<file path="src/rtl/rps_pkg.sv">
package rps_pkg;

  localparam int RPS_AW = 16;

  typedef enum logic [1:0] {
    PR_BC = 2'b00,
    PR_DE = 2'b01,
    PR_HL = 2'b10,
    PR_AF = 2'b11
  } pair_e;

  // Stack pointer arithmetic, wrapping modulo 2^RPS_AW.
  function automatic logic [RPS_AW-1:0] sp_sub(input logic [RPS_AW-1:0] v, input int unsigned n);
    return v - RPS_AW'(n);
  endfunction

  function automatic logic [RPS_AW-1:0] sp_add(input logic [RPS_AW-1:0] v, input int unsigned n);
    return v + RPS_AW'(n);
  endfunction

endpackage

</file>
<file path="src/rtl/rps_decode.sv">
module rps_decode
  import rps_pkg::*;
(
  input  logic [7:0] op,
  output logic       legal,
  output logic       is_push,
  output pair_e      pair
);
  // Pattern 11pp0101 is a push, 11pp0001 is a pop.
  logic top_ok, low_push, low_pop;

  always_comb begin
    top_ok   = (op[7:6] == 2'b11);
    low_push = (op[3:0] == 4'b0101);
    low_pop  = (op[3:0] == 4'b0001);
    legal    = top_ok && (low_push || low_pop);
    is_push  = low_push;
    pair     = pair_e'(op[5:4]);
  end
endmodule

</file>
<file path="src/rtl/rps_timer.sv">
module rps_timer #(
  parameter int CW     = 4,
  parameter int PUSH_T = 12,
  parameter int POP_T  = 10
) (
  input  logic          clk,
  input  logic          rst_n,
  input  logic          go,
  input  logic          go_push,
  output logic [CW-1:0] cnt,
  output logic          busy,
  output logic          last
);
  localparam logic [CW-1:0] PUSH_C = CW'(PUSH_T);
  localparam logic [CW-1:0] POP_C  = CW'(POP_T);

  logic [CW-1:0] tot_q;

  always_ff @(posedge clk) begin
    if (!rst_n) begin
      cnt   <= '0;
      tot_q <= '0;
    end else if (go) begin
      cnt   <= CW'(1);
      tot_q <= go_push ? PUSH_C : POP_C;
    end else if (busy) begin
      cnt <= last ? '0 : cnt + CW'(1);
    end
  end

  assign busy = (cnt != '0);
  assign last = busy && (cnt == tot_q);

  // a running instruction advances one state per clock, whatever start does.
  a_r10_advance: assert property (@(posedge clk) disable iff (!rst_n)
    busy && !last |=> cnt == CW'($past(cnt) + CW'(1)));

  // the final state is state 12 for a push or state 10 for a pop.
  a_r6_final_len: assert property (@(posedge clk) disable iff (!rst_n)
    last |-> (cnt == PUSH_C || cnt == POP_C));

  a_r7_idle_after_last: assert property (@(posedge clk) disable iff (!rst_n)
    last |=> !busy);
endmodule

</file>
<file path="src/rtl/rps_regfile.sv">
module rps_regfile #(
  parameter int AW = 16,
  parameter int PW = 16
) (
  input  logic                clk,
  input  logic                rst_n,
  input  logic                load_en,
  input  logic [AW-1:0]       load_sp,
  input  logic [3:0][PW-1:0]  load_pairs,
  input  logic                wr_en,
  input  logic [1:0]          wr_sel,
  input  logic [PW-1:0]       wr_val,
  input  logic                sp_en,
  input  logic [AW-1:0]       sp_next,
  output logic [AW-1:0]       sp,
  output logic [3:0][PW-1:0]  pairs
);
  always_ff @(posedge clk) begin
    if (!rst_n)       sp <= '0;
    else if (load_en) sp <= load_sp;
    else if (sp_en)   sp <= sp_next;
  end

  for (genvar g = 0; g < 4; g++) begin : g_pair
    always_ff @(posedge clk) begin
      if (!rst_n)                               pairs[g] <= '0;
      else if (load_en)                         pairs[g] <= load_pairs[g];
      else if (wr_en && (wr_sel == 2'(g)))      pairs[g] <= wr_val;
    end
  end

  // a preset lands in the stack pointer on the next edge.
  a_r2_preset_sp: assert property (@(posedge clk) disable iff (!rst_n)
    load_en |=> sp == $past(load_sp));
endmodule

</file>
<file path="src/rtl/rp_stack_seq.sv">
module rp_stack_seq
  import rps_pkg::*;
#(
  parameter int DW      = 8,
  parameter int CW      = 4,
  parameter int MEM_T   = 3,
  parameter int STB_POS = 1,
  parameter int PUSH_T  = 12,
  parameter int POP_T   = 10
) (
  input  logic                clk,
  input  logic                rst_n,
  input  logic                load_en,
  input  logic [RPS_AW-1:0]   load_sp,
  input  logic [2*DW-1:0]     load_bc,
  input  logic [2*DW-1:0]     load_de,
  input  logic [2*DW-1:0]     load_hl,
  input  logic [2*DW-1:0]     load_af,
  input  logic                start,
  input  logic [7:0]          opcode,
  output logic [RPS_AW-1:0]   mem_addr,
  output logic [DW-1:0]       mem_wdata,
  input  logic [DW-1:0]       mem_rdata,
  output logic                mem_rd,
  output logic                mem_wr,
  output logic                busy,
  output logic                done,
  output logic                illegal,
  output logic [CW-1:0]       state_cnt,
  output logic [RPS_AW-1:0]   sp_val,
  output logic [2*DW-1:0]     bc_val,
  output logic [2*DW-1:0]     de_val,
  output logic [2*DW-1:0]     hl_val,
  output logic [2*DW-1:0]     af_val
);
  localparam int AW = RPS_AW;
  localparam int PW = 2 * DW;
  localparam logic [CW-1:0] FETCH_PUSH = CW'(PUSH_T - 2 * MEM_T);
  localparam logic [CW-1:0] FETCH_POP  = CW'(POP_T - 2 * MEM_T);
  localparam logic [CW-1:0] MEM_C      = CW'(MEM_T);
  localparam logic [CW-1:0] STB_C      = CW'(STB_POS);

  // Decode
  logic  legal, dec_push;
  pair_e dec_pair;

  rps_decode u_dec (
    .op      (opcode),
    .legal   (legal),
    .is_push (dec_push),
    .pair    (dec_pair)
  );

  // State counting
  logic          busy_i, last_i, go;
  logic [CW-1:0] cnt;

  assign go = start && !busy_i && legal;

  rps_timer #(.CW(CW), .PUSH_T(PUSH_T), .POP_T(POP_T)) u_tmr (
    .clk     (clk),
    .rst_n   (rst_n),
    .go      (go),
    .go_push (dec_push),
    .cnt     (cnt),
    .busy    (busy_i),
    .last    (last_i)
  );

  // Instruction latch
  logic  op_push_q;
  pair_e sel_q;

  always_ff @(posedge clk) begin
    if (!rst_n) begin
      op_push_q <= 1'b0;
      sel_q     <= PR_BC;
    end else if (go) begin
      op_push_q <= dec_push;
      sel_q     <= dec_pair;
    end
  end

  // Memory-cycle position within the instruction
  logic [CW-1:0] fetch_len, off, pos;
  logic          in_mem, second, strobe;

  always_comb begin
    fetch_len = op_push_q ? FETCH_PUSH : FETCH_POP;
    in_mem    = busy_i && (cnt > fetch_len);
    off       = cnt - fetch_len - CW'(1);
    second    = (off >= MEM_C);
    pos       = second ? (off - MEM_C) : off;
    strobe    = in_mem && (pos == STB_C);
  end

  // Registers
  logic [AW-1:0]      sp_q, sp_next;
  logic [3:0][PW-1:0] pairs;
  logic [PW-1:0]      src_pair;
  logic [DW-1:0]      lo_q, hi_q;
  logic               load_take, wr_en;

  assign load_take = load_en && !busy_i;
  assign src_pair  = pairs[sel_q];
  assign wr_en     = last_i && !op_push_q;
  assign sp_next   = op_push_q ? sp_sub(sp_q, 2) : sp_add(sp_q, 2);

  rps_regfile #(.AW(AW), .PW(PW)) u_rf (
    .clk        (clk),
    .rst_n      (rst_n),
    .load_en    (load_take),
    .load_sp    (load_sp),
    .load_pairs ({load_af, load_hl, load_de, load_bc}),
    .wr_en      (wr_en),
    .wr_sel     (sel_q),
    .wr_val     ({hi_q, lo_q}),
    .sp_en      (last_i),
    .sp_next    (sp_next),
    .sp         (sp_q),
    .pairs      (pairs)
  );

  // Read capture at the end of the strobe state
  always_ff @(posedge clk) begin
    if (!rst_n) begin
      lo_q <= '0;
      hi_q <= '0;
    end else if (strobe && !op_push_q) begin
      if (second) hi_q <= mem_rdata;
      else        lo_q <= mem_rdata;
    end
  end

  // Memory interface
  always_comb begin
    mem_addr  = '0;
    mem_wdata = '0;
    if (in_mem) begin
      if (op_push_q) begin
        mem_addr  = second ? sp_sub(sp_q, 2) : sp_sub(sp_q, 1);
        mem_wdata = second ? src_pair[DW-1:0] : src_pair[PW-1:DW];
      end else begin
        mem_addr  = second ? sp_add(sp_q, 1) : sp_q;
      end
    end
  end

  assign mem_wr = strobe && op_push_q;
  assign mem_rd = strobe && !op_push_q;

  // Illegal flag
  logic ill_q;
  always_ff @(posedge clk) begin
    if (!rst_n) ill_q <= 1'b0;
    else        ill_q <= start && !busy_i && !legal;
  end

  assign illegal   = ill_q;
  assign busy      = busy_i;
  assign done      = last_i;
  assign state_cnt = cnt;
  assign sp_val    = sp_q;
  assign bc_val    = pairs[0];
  assign de_val    = pairs[1];
  assign hl_val    = pairs[2];
  assign af_val    = pairs[3];

  // read and write strobes are exclusive, each one state wide.
  a_r11_strobe_excl: assert property (@(posedge clk) disable iff (!rst_n)
    !(mem_rd && mem_wr));
  a_r11_wr_one_state: assert property (@(posedge clk) disable iff (!rst_n)
    mem_wr |=> !mem_wr);
  a_r11_rd_one_state: assert property (@(posedge clk) disable iff (!rst_n)
    mem_rd |=> !mem_rd);
  a_r11_addr_hold: assert property (@(posedge clk) disable iff (!rst_n)
    (mem_rd || mem_wr) |=> $stable(mem_addr));

  // a push writes only the two bytes just below the stack pointer.
  a_r4_push_below_sp: assert property (@(posedge clk) disable iff (!rst_n)
    mem_wr |-> (AW'(sp_q - mem_addr) == AW'(1) || AW'(sp_q - mem_addr) == AW'(2)));

  // a pop reads only at SP and SP+1.
  a_r5_pop_live_area: assert property (@(posedge clk) disable iff (!rst_n)
    mem_rd |-> (AW'(mem_addr - sp_q) <= AW'(1)));

  // the stack pointer moves by two with wrap at the end of an instruction.
  a_r8_push_sp_wrap: assert property (@(posedge clk) disable iff (!rst_n)
    done && op_push_q |=> sp_val == sp_sub($past(sp_val), 2));
  a_r8_pop_sp_wrap: assert property (@(posedge clk) disable iff (!rst_n)
    done && !op_push_q |=> sp_val == sp_add($past(sp_val), 2));

  // an illegal opcode starts nothing.
  a_r9_illegal_idle: assert property (@(posedge clk) disable iff (!rst_n)
    illegal |-> (!busy && !mem_rd && !mem_wr));
endmodule

</file>
<file path="config.mk">
export PLATFORM = sky130hd
export DESIGN_NAME = rp_stack_seq
export DESIGN_NICKNAME = d
export VERILOG_FILES = /design/src/rtl/rps_pkg.sv /design/src/rtl/rps_decode.sv /design/src/rtl/rps_timer.sv /design/src/rtl/rps_regfile.sv /design/src/rtl/rp_stack_seq.sv
export SDC_FILE = /design/constraint.sdc
export NUM_CORES = 1
export LEC_CHECK = 0
export BUFFER_PORTS_ARGS = -buffer_cell sky130_fd_sc_hd__buf_2
export CAP_MARGIN = 10
export CORE_MARGIN = 8
export CORE_UTILIZATION = 46
export DETAILED_ROUTE_END_ITERATION = 16
export PLACE_DENSITY = 0.74
export SYNTH_ARGS = -nofsm -noshare
export SYNTH_HDL_FRONTEND = slang
export SYNTH_SLANG_ARGS = --single-unit
</file>
<file path="constraint.sdc">
create_clock -name clk -period 4.45 [get_ports clk]
set_clock_uncertainty 0.1 [all_clocks]
set_input_delay 0.445 -clock clk [delete_from_list [all_inputs] [get_ports clk]]
set_output_delay 0.445 -clock clk [all_outputs]
set_load 0.005 [all_outputs]
</file>
==> results.md <==
- Drt via density: 5.79
- Met2 GRT Util: 0.383
- Worst-path fanout max: 15
- Antenna Nets Post-Route: 0
- Fin. max-slew vios: 0
- Power Density: about 300 nW/um^2
- Run status: finished clean
- Util after Layout: 0.579
- Rows: 42
- CTS Sinks: 106
- Most used cell, CP: nor3_1
- DRC errors left: 0
- Nets: 1043
- Yosys top cell area share: 0.343
- RSZ-0062 raised after global routing: false
- HPWL after DPL: between 15 and 20 mm
- Largest net degree at the start of global routing: 103
- CP required: 3.90 ns
- Starting Density: 0.468
- H-Tree Depth: 3
- Syn Nets: 877
- Min Clock Period, post-route: ~4.0 ns
- Die Area: 17400 um^2
- Vias: 6453
- Ports: around 210
- Post-Syn Instances: 766
- Delay-heaviest family, CP: simple AND/OR/NAND/NOR gates
- Total CTS buffers: 9
- Max-cap viol count: 0
- Global Route met1 Usage: 0.318
- Seq/Total Area, Yosys: 0.343
- GPL Wtd Cong: 0.935
- Dpl cells: 1097
- Commonest non-fill, non-tap cells in the layout: 212 x buf_2, 122 x nand2_1, 106 x dfxtp_1
- Area of the core: 13200 um^2
- Worst skew pair latency: approximately 0.35 ns
- Pre-antenna DRT Iters: 7
- Layout area overhead: 23.5%
- Crit-path max cell delay: approximately 0.64 ns
- Crit path buffers/inverters: 2
- Post-route insts no fill: between 1000 and 1500
- Clock tree buffer depth: 2
- Register bit count reported by yosys: 106
- Crit path cell chain: inv_1 > fa_1 > xnor2_1 > or2_1 > nor2_2 > mux2i_1 > nor3_1 > nor3_1 > buf_2
- Final Hold Fails: 0
- Die Width: 132 um
- Initial antenna violation count: 2
- Post-synth EDFFs: 0
- Most area-hungry cell type in the Yosys netlist: dfxtp_1
- Largest cells by area after synthesis: dfxtp_1 34%, nand2_1 7.5%, mux2i_1 7.5%
- Number of DRC markers in iteration 0: 620
- Setup violators final: 0
- Met3 Usage GRT: 0.0556
- Switching share of power: 0.273
- Fin Setup TNS: 0 ns
- Number of global-route vias before repair: 6267
- Clock power share: 0.394
- Routed len/inst: 19.6 um
- Power Total: between 2000 and 2500 uW
- Leakage: 0.00313 uW
- Mapped cell area: 6180 um^2
- Worst vdd ir: 0.170 mV
- Crit start category: flop
- # hold bufs at CTS: 0
- Distinct cells, synth: 64
- Crit. End Element: output port
- CTS tree: yes
- Post-CTS sizing: 0
- Final period utilization: 0.900
- Grt ovf: 0
- CP max-delay cell: nor2_2
- Hold WC Path Type: in -> reg
- Wire length of the first global-routing pass: around 35 mm
- I/O Buffers: 212
- Slew HR: 0.338
- Final wirelength: 21.9 mm
- Ys async rst share: 0
- Logic pwr share: 0.136
- Syn. warnings: 0
- Post-route cell area: 7630 um^2
- Total GRT Usage: 0.244
- Sw Pwr: 622 uW
- Most used routing layer: met2
- Worst-path clk slew: 0.07 ns
- Internal: roughly 1700 uW
- Top_reg_cell synth: dfxtp_1
- Die Y: approximately 130 um
- Clk root buf: clkbuf_16
- Average cell area after synthesis: 8.07 um^2
- Placed cell area: 7290 um^2
- Worst EP arrival: around 3.5 ns
- Fmax: roughly 250 MHz
- Least-Margin Pin Slew: 0.985 ns
- Part of the power in registers: 0.470
- Post-CTS setup buffers: 0
- Share of cells above drive strength 1: 0.286
- Most common cell after layout, fill and taps aside: buf_2
- Critical path class: reg -> out
## Yosys cell counts (3+ instances only)
cell type  count
a31oi_1       34
o22ai_1        5
or3_1          4
nor3_1         9
a211oi_1       6
mux2i_1       46
dfxtp_1      106
buf_1          5
nand3_1       16
nor4_1         6
nor2_1        51
nor4b_1        4
or4_1          3
xor2_1        10
nand4_1        7
buf_2          8
and2_1         7
clkbuf_1      49
o21ai_1       13
xnor2_1       20
a21oi_1       66
mux4_2        16
nand2b_1       8
o211ai_1       3
ha_1          10
nand2_1      123
o21a_1         3
o21ai_0       76
inv_1          7
## sequential cells by signal (all words and copies together), names as in the netlist
name and count:
hi_q 8, illegal 1, lo_q 8, sel_q 2, u_rf.pairs 64, u_rf.sp 16
u_tmr.cnt 4, u_tmr.tot_q 3
## final cells by class
class,instances,area (um^2)
flip-flops and latches,106,2120
clock inverters,7,110
inverters,9,33.8
repair buffers,221,1140
well taps,176,220
fillers,1259,5560
clock buffers,9,225
multi-input cells,585,3770
diodes,2,5.00
## cell families after synthesis
logic type	Yosys count	share of synthesized area
flops	106	0.343
xor+xnor	30	0.0425
simple gates	257	0.196
compound gates	224	0.209
mux	63	0.135
buf+inv	75	0.0508
fa+ha+maj	11	0.0235
## metal layers
| metal | wire (um) | part of all wire |
|---|---|---|
| met5 | 0 | 0 |
| met4 | 427 | 0.020 |
| met3 | 1700 | 0.078 |
| met2 | 10100 | 0.46 |
| met1 | 9670 | 0.44 |
## power groups by stage
| stage | Clock [uW] | Sequential (uW) | Combinational (uW) |
|---|---|---|---|
| detailed placement | 0 | 1090 | 310 |
| global placement | 0 | 1090 | 307 |
| global route | 946 | 1080 | 344 |
| finish | 897 | 1070 | 310 |
| CTS | 912 | 1070 | 312 |
| floorplan | 0 | 1070 | 177 |
## path summary, 6_finish.rpt
path                               startpoint              to  slack, ns  cells after the start
worst min-delay path                opcode[2]  u_tmr.tot_q[1]       0.22                      2
worst max-delay path             u_tmr.cnt[0]     mem_addr[6]       0.44                      9
worst max register to register   u_tmr.cnt[1]         hi_q[3]       0.90                     10
worst min register to register  u_rf.pairs[7]   u_rf.pairs[7]       0.39                      2
## metrics by stage
step                      setup WS (ns)  hold WS, ns
final                             0.444        0.220
after global routing              0.154        0.210
after CTS                         0.428        0.203
after detailed placement          0.813        0.381
after global placement            0.912        0.370
after floorplan                    1.09        0.360
No activity file was read; power rests on OpenSTA's default activity.
